### src/rtl/pcmax_pkg.sv
package pcmax_pkg;

  localparam logic [2:0] ACC_SINGLE  = 3'd0;
  localparam logic [2:0] ACC_CHAIN   = 3'd2;
  localparam logic [2:0] ACC_RESTART = 3'd3;

  typedef enum logic {PH_WAIT, PH_RUN} phase_e;

  function automatic logic cmd_legal(input logic [2:0] code);
    return (code == ACC_SINGLE) || (code == ACC_CHAIN) || (code == ACC_RESTART);
  endfunction

  function automatic logic cmd_seeds(input logic [2:0] code);
    return (code == ACC_SINGLE) || (code == ACC_RESTART);
  endfunction

endpackage

### src/rtl/pcmax_ctrl.sv
module pcmax_ctrl
  import pcmax_pkg::*;
#(
  parameter int LEN_W = 6
) (
  input  logic             clk,
  input  logic             rst_n,
  input  logic             cmd_valid,
  input  logic [2:0]       cmd_code,
  input  logic [LEN_W-1:0] cmd_len,
  input  logic             cmd_uns,
  input  logic             take,
  output logic             cmd_ready,
  output logic             running,
  output logic             seed_ev,
  output logic             reject_ev,
  output logic             last_ev,
  output logic             mode_uns,
  output logic             done,
  output logic             err
);

  phase_e           phase_q;
  logic [LEN_W-1:0] remain_q;
  logic             cmd_fire;
  logic             start_ev;

  assign cmd_ready = (phase_q == PH_WAIT);
  assign running   = (phase_q == PH_RUN);
  assign cmd_fire  = cmd_valid && cmd_ready;
  assign start_ev  = cmd_fire && cmd_legal(cmd_code);
  assign reject_ev = cmd_fire && !cmd_legal(cmd_code);
  assign seed_ev   = start_ev && cmd_seeds(cmd_code);
  assign last_ev   = take && (remain_q == '0);

  always_ff @(posedge clk or negedge rst_n) begin
    if (!rst_n) begin
      phase_q  <= PH_WAIT;
      remain_q <= '0;
      mode_uns <= 1'b0;
      done     <= 1'b0;
      err      <= 1'b0;
    end else begin
      done <= last_ev;
      err  <= reject_ev;
      if (start_ev) begin
        phase_q  <= PH_RUN;
        remain_q <= cmd_len;
        mode_uns <= cmd_uns;
      end else if (take) begin
        if (remain_q == '0) phase_q <= PH_WAIT;
        else remain_q <= remain_q - LEN_W'(1);
      end
    end
  end


  reject_stays_idle_chk: assert property (@(posedge clk) disable iff (!rst_n)
    reject_ev |=> (err && cmd_ready));


  done_after_last_chk: assert property (@(posedge clk) disable iff (!rst_n)
    last_ev |=> (done && cmd_ready));


  done_single_chk: assert property (@(posedge clk) disable iff (!rst_n)
    done |=> !done);

endmodule

### src/rtl/pcmax_acc.sv
module pcmax_acc #(
  parameter int DATA_W = 16
) (
  input  logic              clk,
  input  logic              rst_n,
  input  logic              seed,
  input  logic              seed_uns,
  input  logic              fold_ev,
  input  logic              fold_uns,
  input  logic [DATA_W-1:0] fold_data,
  output logic [DATA_W-1:0] acc_q
);

  function automatic logic [DATA_W-1:0] max_ident(input logic uns);
    return uns ? '0 : {1'b1, {(DATA_W-1){1'b0}}};
  endfunction

  function automatic logic above(input logic [DATA_W-1:0] a,
                                 input logic [DATA_W-1:0] b,
                                 input logic uns);
    return uns ? (a > b) : ($signed(a) > $signed(b));
  endfunction

  logic wins;
  assign wins = fold_ev && above(fold_data, acc_q, fold_uns);

  always_ff @(posedge clk or negedge rst_n) begin
    if (!rst_n)     acc_q <= '0;
    else if (seed)  acc_q <= max_ident(seed_uns);
    else if (wins)  acc_q <= fold_data;
  end


  fold_covers_data_chk: assert property (@(posedge clk) disable iff (!rst_n)
    (fold_ev && !seed) |=> !above($past(fold_data), acc_q, $past(fold_uns)));


  fold_monotone_chk: assert property (@(posedge clk) disable iff (!rst_n)
    (fold_ev && !seed) |=> !above($past(acc_q), acc_q, $past(fold_uns)));

endmodule

### src/rtl/pcmax_unit.sv
module pcmax_unit #(
  parameter int DATA_W = 16,
  parameter int PRED_W = 16,
  parameter int LEN_W  = 6
) (
  input  logic              clk,
  input  logic              rst_n,
  input  logic              cmd_valid,
  output logic              cmd_ready,
  input  logic [2:0]        cmd_code,
  input  logic              cmd_uns,
  input  logic [LEN_W-1:0]  cmd_len,
  input  logic              in_valid,
  output logic              in_ready,
  input  logic [PRED_W-1:0] in_pred,
  input  logic [DATA_W-1:0] in_data,
  input  logic [DATA_W-1:0] in_prior,
  output logic              out_valid,
  input  logic              out_ready,
  output logic [DATA_W-1:0] out_data,
  output logic [DATA_W-1:0] acc_value,
  output logic              done,
  output logic              err
);

  function automatic logic [DATA_W-1:0] lane_merge(input logic hit,
                                                   input logic [DATA_W-1:0] data,
                                                   input logic [DATA_W-1:0] prior);
    return hit ? data : prior;
  endfunction

  logic running;
  logic seed_ev;
  logic reject_ev;
  logic last_ev;
  logic mode_uns;
  logic take;
  logic pred_true;
  logic fold_ev;

  assign pred_true = |in_pred;
  assign out_valid = in_valid && running;
  assign in_ready  = out_ready && running;
  assign take      = in_valid && in_ready;
  assign fold_ev   = take && pred_true;
  assign out_data  = lane_merge(pred_true, in_data, in_prior);

  pcmax_ctrl #(.LEN_W(LEN_W)) u_ctrl (
    .clk       (clk),
    .rst_n     (rst_n),
    .cmd_valid (cmd_valid),
    .cmd_code  (cmd_code),
    .cmd_len   (cmd_len),
    .cmd_uns   (cmd_uns),
    .take      (take),
    .cmd_ready (cmd_ready),
    .running   (running),
    .seed_ev   (seed_ev),
    .reject_ev (reject_ev),
    .last_ev   (last_ev),
    .mode_uns  (mode_uns),
    .done      (done),
    .err       (err)
  );

  pcmax_acc #(.DATA_W(DATA_W)) u_acc (
    .clk       (clk),
    .rst_n     (rst_n),
    .seed      (seed_ev),
    .seed_uns  (cmd_uns),
    .fold_ev   (fold_ev),
    .fold_uns  (mode_uns),
    .fold_data (in_data),
    .acc_q     (acc_value)
  );


  false_lane_keeps_acc_chk: assert property (@(posedge clk) disable iff (!rst_n)
    (take && !pred_true) |=> $stable(acc_value));


  out_needs_in_chk: assert property (@(posedge clk) disable iff (!rst_n)
    out_valid |-> in_valid);


  done_holds_acc_chk: assert property (@(posedge clk) disable iff (!rst_n)
    (done && !cmd_valid) |=> $stable(acc_value));


  err_blocks_take_chk: assert property (@(posedge clk) disable iff (!rst_n)
    err |-> !in_ready);

endmodule

### config.mk
export PLATFORM = sky130hd
export DESIGN_NAME = pcmax_unit
export DESIGN_NICKNAME = d
export VERILOG_FILES = /design/src/rtl/pcmax_pkg.sv /design/src/rtl/pcmax_ctrl.sv /design/src/rtl/pcmax_acc.sv /design/src/rtl/pcmax_unit.sv
export SDC_FILE = /design/constraint.sdc
export NUM_CORES = 1
export LEC_CHECK = 0
export BUFFER_PORTS_ARGS = -buffer_cell sky130_fd_sc_hd__buf_2
export CAP_MARGIN = 20
export CELL_PAD_IN_SITES_DETAIL_PLACEMENT = 1
export CELL_PAD_IN_SITES_GLOBAL_PLACEMENT = 2
export CORE_MARGIN = 8
export CORE_UTILIZATION = 29
export CTS_CLUSTER_SIZE = 24
export DETAILED_ROUTE_END_ITERATION = 16
export PLACE_DENSITY_LB_ADDON = 0.1
export REMOVE_ABC_BUFFERS = 1
export SLEW_MARGIN = 10
export SYNTH_ARGS = -nofsm -noshare
export SYNTH_HDL_FRONTEND = slang
export SYNTH_HIERARCHICAL = 1
export SYNTH_SLANG_ARGS = --single-unit
### constraint.sdc
create_clock -name clk -period 3.57 [get_ports clk]
set_input_delay 0.714 -clock clk [delete_from_list [all_inputs] [get_ports clk]]
set_output_delay 0.714 -clock clk [all_outputs]
set_load 0.03 [all_outputs]
==> results.sh <==
export IMPL_outcome="complete, no violations"
export IMPL_io_buffers=99
export IMPL_mappedNetlistArea_mm2=0.00214
export IMPL_gp_congestion=0.742
export IMPL_synth_yosys_seq_area_share=0.304
export IMPL_power_per_cell_area_mw_per_mm2=647
export IMPL_route_detailed_wl_per_inst_um=17.0
export IMPL_synth_area_per_cell_um2=9.63
export IMPL_fin_tns_setup_ns=0
export IMPL_vdd_drop_max_uv=202
export IMPL_drt_first_iter_violations=68
export IMPL_antenna_cells=0
export IMPL_maximum_number_of_pins_on_one_net_before_global_route_repair=27
export IMPL_drc=0
export IMPL_drv_slew=0
export IMPL_cts_repair_timing_setup_buffer_count=0
export IMPL_clock_fmax_ghz=0.327
export IMPL_clock_skew_final_ns=0.0123
export IMPL_drt_pass1_iterations=4
export IMPL_num_fill_cells=894
export IMPL_fin_crit_sh=0.856
export IMPL_post_cts_resized_instances=0
export IMPL_timing_setup_critical_path_class="in -> out"
export IMPL_dp_cells=411
export IMPL_ctsHtreeMaxLevel=1
export IMPL_slowest_stage_cell_cp="sky130_fd_sc_hd__nor4_1"
export IMPL_ys_dominant_reg_cell="sky130_fd_sc_hd__dfrtp_1"
export IMPL_cp_max_fanout=11
export IMPL_timing_critical_path_mode_cell="sky130_fd_sc_hd__buf_2"
export IMPL_finalWorstPathRequiredPeriod_ns=3.06
export IMPL_clk_pin_slew_worst_paths_ns=0.10
export IMPL_area_fraction_of_the_dominant_cell_type_after_synthesis=0.304
export IMPL_post_synth_num_cell_types=47
export IMPL_finalHoldViolCount=0
export IMPL_worstMarginPinSlew_ns=0.853
export IMPL_antenna_violations_before_repair=0
export IMPL_share_of_post_route_cells_with_drive_strength_above_1=0.427
export IMPL_initial_core_utilization=0.296
export IMPL_worstPathCellList="buf_2, nor4_1, nand4_2, buf_4, mux2_4, buf_2"
export IMPL_dpl_worst_slack_ns=0.395
export IMPL_flop_and_latch_count_out_of_synthesis=26
export IMPL_worst_setup_path_start_kind="input port"
export IMPL_clk_latency_ns=0.28
export IMPL_globalRoute_totalOverflow=0
export IMPL_root_buffer="sky130_fd_sc_hd__clkbuf_8"
export IMPL_floorplan_die_height_um=102
export IMPL_area_growth_pct=29.2
export IMPL_route_final_wire_length_um=7070
export IMPL_fp_row_count=31
export IMPL_yosys_top_cells_area="sky130_fd_sc_hd__dfrtp_1 30%, sky130_fd_sc_hd__o211ai_1 12%, sky130_fd_sc_hd__ha_1 11%, sky130_fd_sc_hd__mux2_4 6.3%, sky130_fd_sc_hd__a21oi_1 5.6%"
export IMPL_worstSetupEndpointType="output pin"
export IMPL_tritoncts_num_sinks=26
export IMPL_layout_cells_non_filler=415
export IMPL_cts_buffers=3
export IMPL_critPathBufInv=3
export IMPL_antenna_left=0
export IMPL_grt_setup_unrepaired="false"
export IMPL_power_static_leakage_nw=1.32
export IMPL_utilization=0.383
export IMPL_cts_hold_buf=0
export IMPL_synth_cells=222
export IMPL_num_io_pins=100
export IMPL_detailedPlacementHpwl_um=5580
export IMPL_worst_slew_margin_rel=0.429
export IMPL_post_synth_arst_share=1.00
export IMPL_vias_in_the_first_global_route=2312
export IMPL_grt_usage=0.137
export IMPL_cp_data_required_time_ns=2.86
export IMPL_synth_top_cell_by_area="sky130_fd_sc_hd__dfrtp_1"
export IMPL_post_dp_cell_area_mm2=0.00271
export IMPL_postLayoutSetupSlackWorst_ns=0.513
export IMPL_cts_path_max_buffers=2
export IMPL_critical_path_top_delay_family="simple AND/OR/NAND/NOR gates"
export IMPL_mostFrequentLayoutCell="sky130_fd_sc_hd__buf_2"
export IMPL_worst_hold_path_type="in -> async"
export IMPL_final_cell_mix="99 x sky130_fd_sc_hd__buf_2, 34 x sky130_fd_sc_hd__o211ai_1, 26 x sky130_fd_sc_hd__dfrtp_1"
export IMPL_number_of_synthesized_flops_with_an_enable_pin=0
export IMPL_final_net_count=398
export IMPL_critical_path_max_stage_delay_ns=0.36
export IMPL_die_area_mm2=0.0104
export IMPL_tritoncts="yes"
export IMPL_detailroute_via_count=2070
export IMPL_grt_first_pass_wirelength_um=11500
export IMPL_viasPerCell=4.99
export IMPL_core_region_area_mm2=0.00721
export IMPL_cp_arrival_ns=2.34
export IMPL_post_route_cell_area_mm2=0.00276
export IMPL_fp_dieW_um=102
export IMPL_synth_yosys_warnings=6
export IMPL_cap_violations=0
export IMPL_setup_violations_final=0
## logic make-up after synthesis
| family | count (synthesis) | synth area share |
|---|---|---|
| muxes | 19 | 0.115 |
| buffers and inverters | 35 | 0.0761 |
| and+or+nand+nor | 42 | 0.130 |
| adders and majority gates | 18 | 0.105 |
| AOI/OAI and AO/OA | 80 | 0.261 |
| xor gates and xnor gates | 2 | 0.00819 |
| DFF | 26 | 0.304 |
## Yosys cell counts, types with 2 or more instances
library cell / instances
sky130_fd_sc_hd__o21ai_2: 3
sky130_fd_sc_hd__mux2_4: 9
sky130_fd_sc_hd__a21o_1: 2
sky130_fd_sc_hd__nand2_1: 7
sky130_fd_sc_hd__o21ai_0: 4
sky130_fd_sc_hd__inv_1: 22
sky130_fd_sc_hd__nor4_1: 3
sky130_fd_sc_hd__nand4_1: 4
sky130_fd_sc_hd__and3_1: 2
sky130_fd_sc_hd__nand4_2: 2
sky130_fd_sc_hd__buf_6: 3
sky130_fd_sc_hd__o21ai_1: 2
sky130_fd_sc_hd__buf_2: 7
sky130_fd_sc_hd__mux2_2: 8
sky130_fd_sc_hd__and2_1: 5
sky130_fd_sc_hd__nand2b_1: 3
sky130_fd_sc_hd__nor2_1: 6
sky130_fd_sc_hd__nor2b_1: 2
sky130_fd_sc_hd__clkbuf_1: 2
sky130_fd_sc_hd__ha_1: 18
sky130_fd_sc_hd__dfrtp_1: 26
sky130_fd_sc_hd__a21oi_1: 24
sky130_fd_sc_hd__o211ai_1: 34
## registers in the layout, summed over array words and instances (netlist names)
register         flops
u_ctrl/running       1
u_ctrl/remain_q      6
u_ctrl/err           1
u_acc/acc_q         16
u_ctrl/mode_uns      1
u_ctrl/done          1
## routing by layer
layer,global-route usage,share of wire
met5,0,0
met4,0.0169,0.0033
met3,0.0334,0.061
met2,0.260,0.54
met1,0.153,0.39
## worst register-to-register path, cell delays in order (launching register included)
cell,delay [ns]
sky130_fd_sc_hd__dfrtp_1,0.37
sky130_fd_sc_hd__inv_1,0.05
sky130_fd_sc_hd__ha_1,0.36
sky130_fd_sc_hd__nand4_2,0.17
sky130_fd_sc_hd__nor2_1,0.06
sky130_fd_sc_hd__a21oi_1,0.33
sky130_fd_sc_hd__nand4_1,0.75
sky130_fd_sc_hd__o211ai_1,0.38
sky130_fd_sc_hd__a31oi_1,0.12
## final cells by class
| type | count | area [µm²] | area share |
|---|---|---|---|
| Tap cell | 99 | 124 | 0.0448 |
| Inverter | 22 | 82.6 | 0.0299 |
| Clock buffer | 4 | 55.1 | 0.0199 |
| Multi-Input combinational cell | 161 | 1330 | 0.480 |
| Timing Repair Buffer | 103 | 526 | 0.190 |
| Sequential cell | 26 | 651 | 0.236 |
## through the flow
stage	hold slack, ns	total power, mW
after floorplan	0.418	1.26
after global placement	0.540	1.60
after detailed placement	0.556	1.61
after CTS	0.471	1.82
after global routing	0.480	1.95
final	0.442	1.79
## worst paths after layout
path / from / end / slack (ns) / depth (start not counted)
hold reg to reg: u_ctrl/mode_uns / u_ctrl/mode_uns / 0.57 / 1
setup / recovery: in_pred[4] / out_data[9] / 0.51 / 6
min in group clk: u_ctrl/mode_uns / u_ctrl/mode_uns / 0.57 / 1
setup reg to reg: u_acc/acc_q[15] / u_acc/acc_q[15] / 0.86 / 8
max in group asynchronous: rst_n / u_acc/acc_q[7] / 2.71 / 1
hold / removal: rst_n / u_acc/acc_q[12] / 0.44 / 1
## report_power, final
| group | switching (mW) | internal, mW |
|---|---|---|
| clock network | 0.101 | 0.0988 |
| registers | 0.101 | 0.418 |
| logic | 0.688 | 0.381 |
| total | 0.890 | 0.898 |
(Power assumes the default switching activity.)
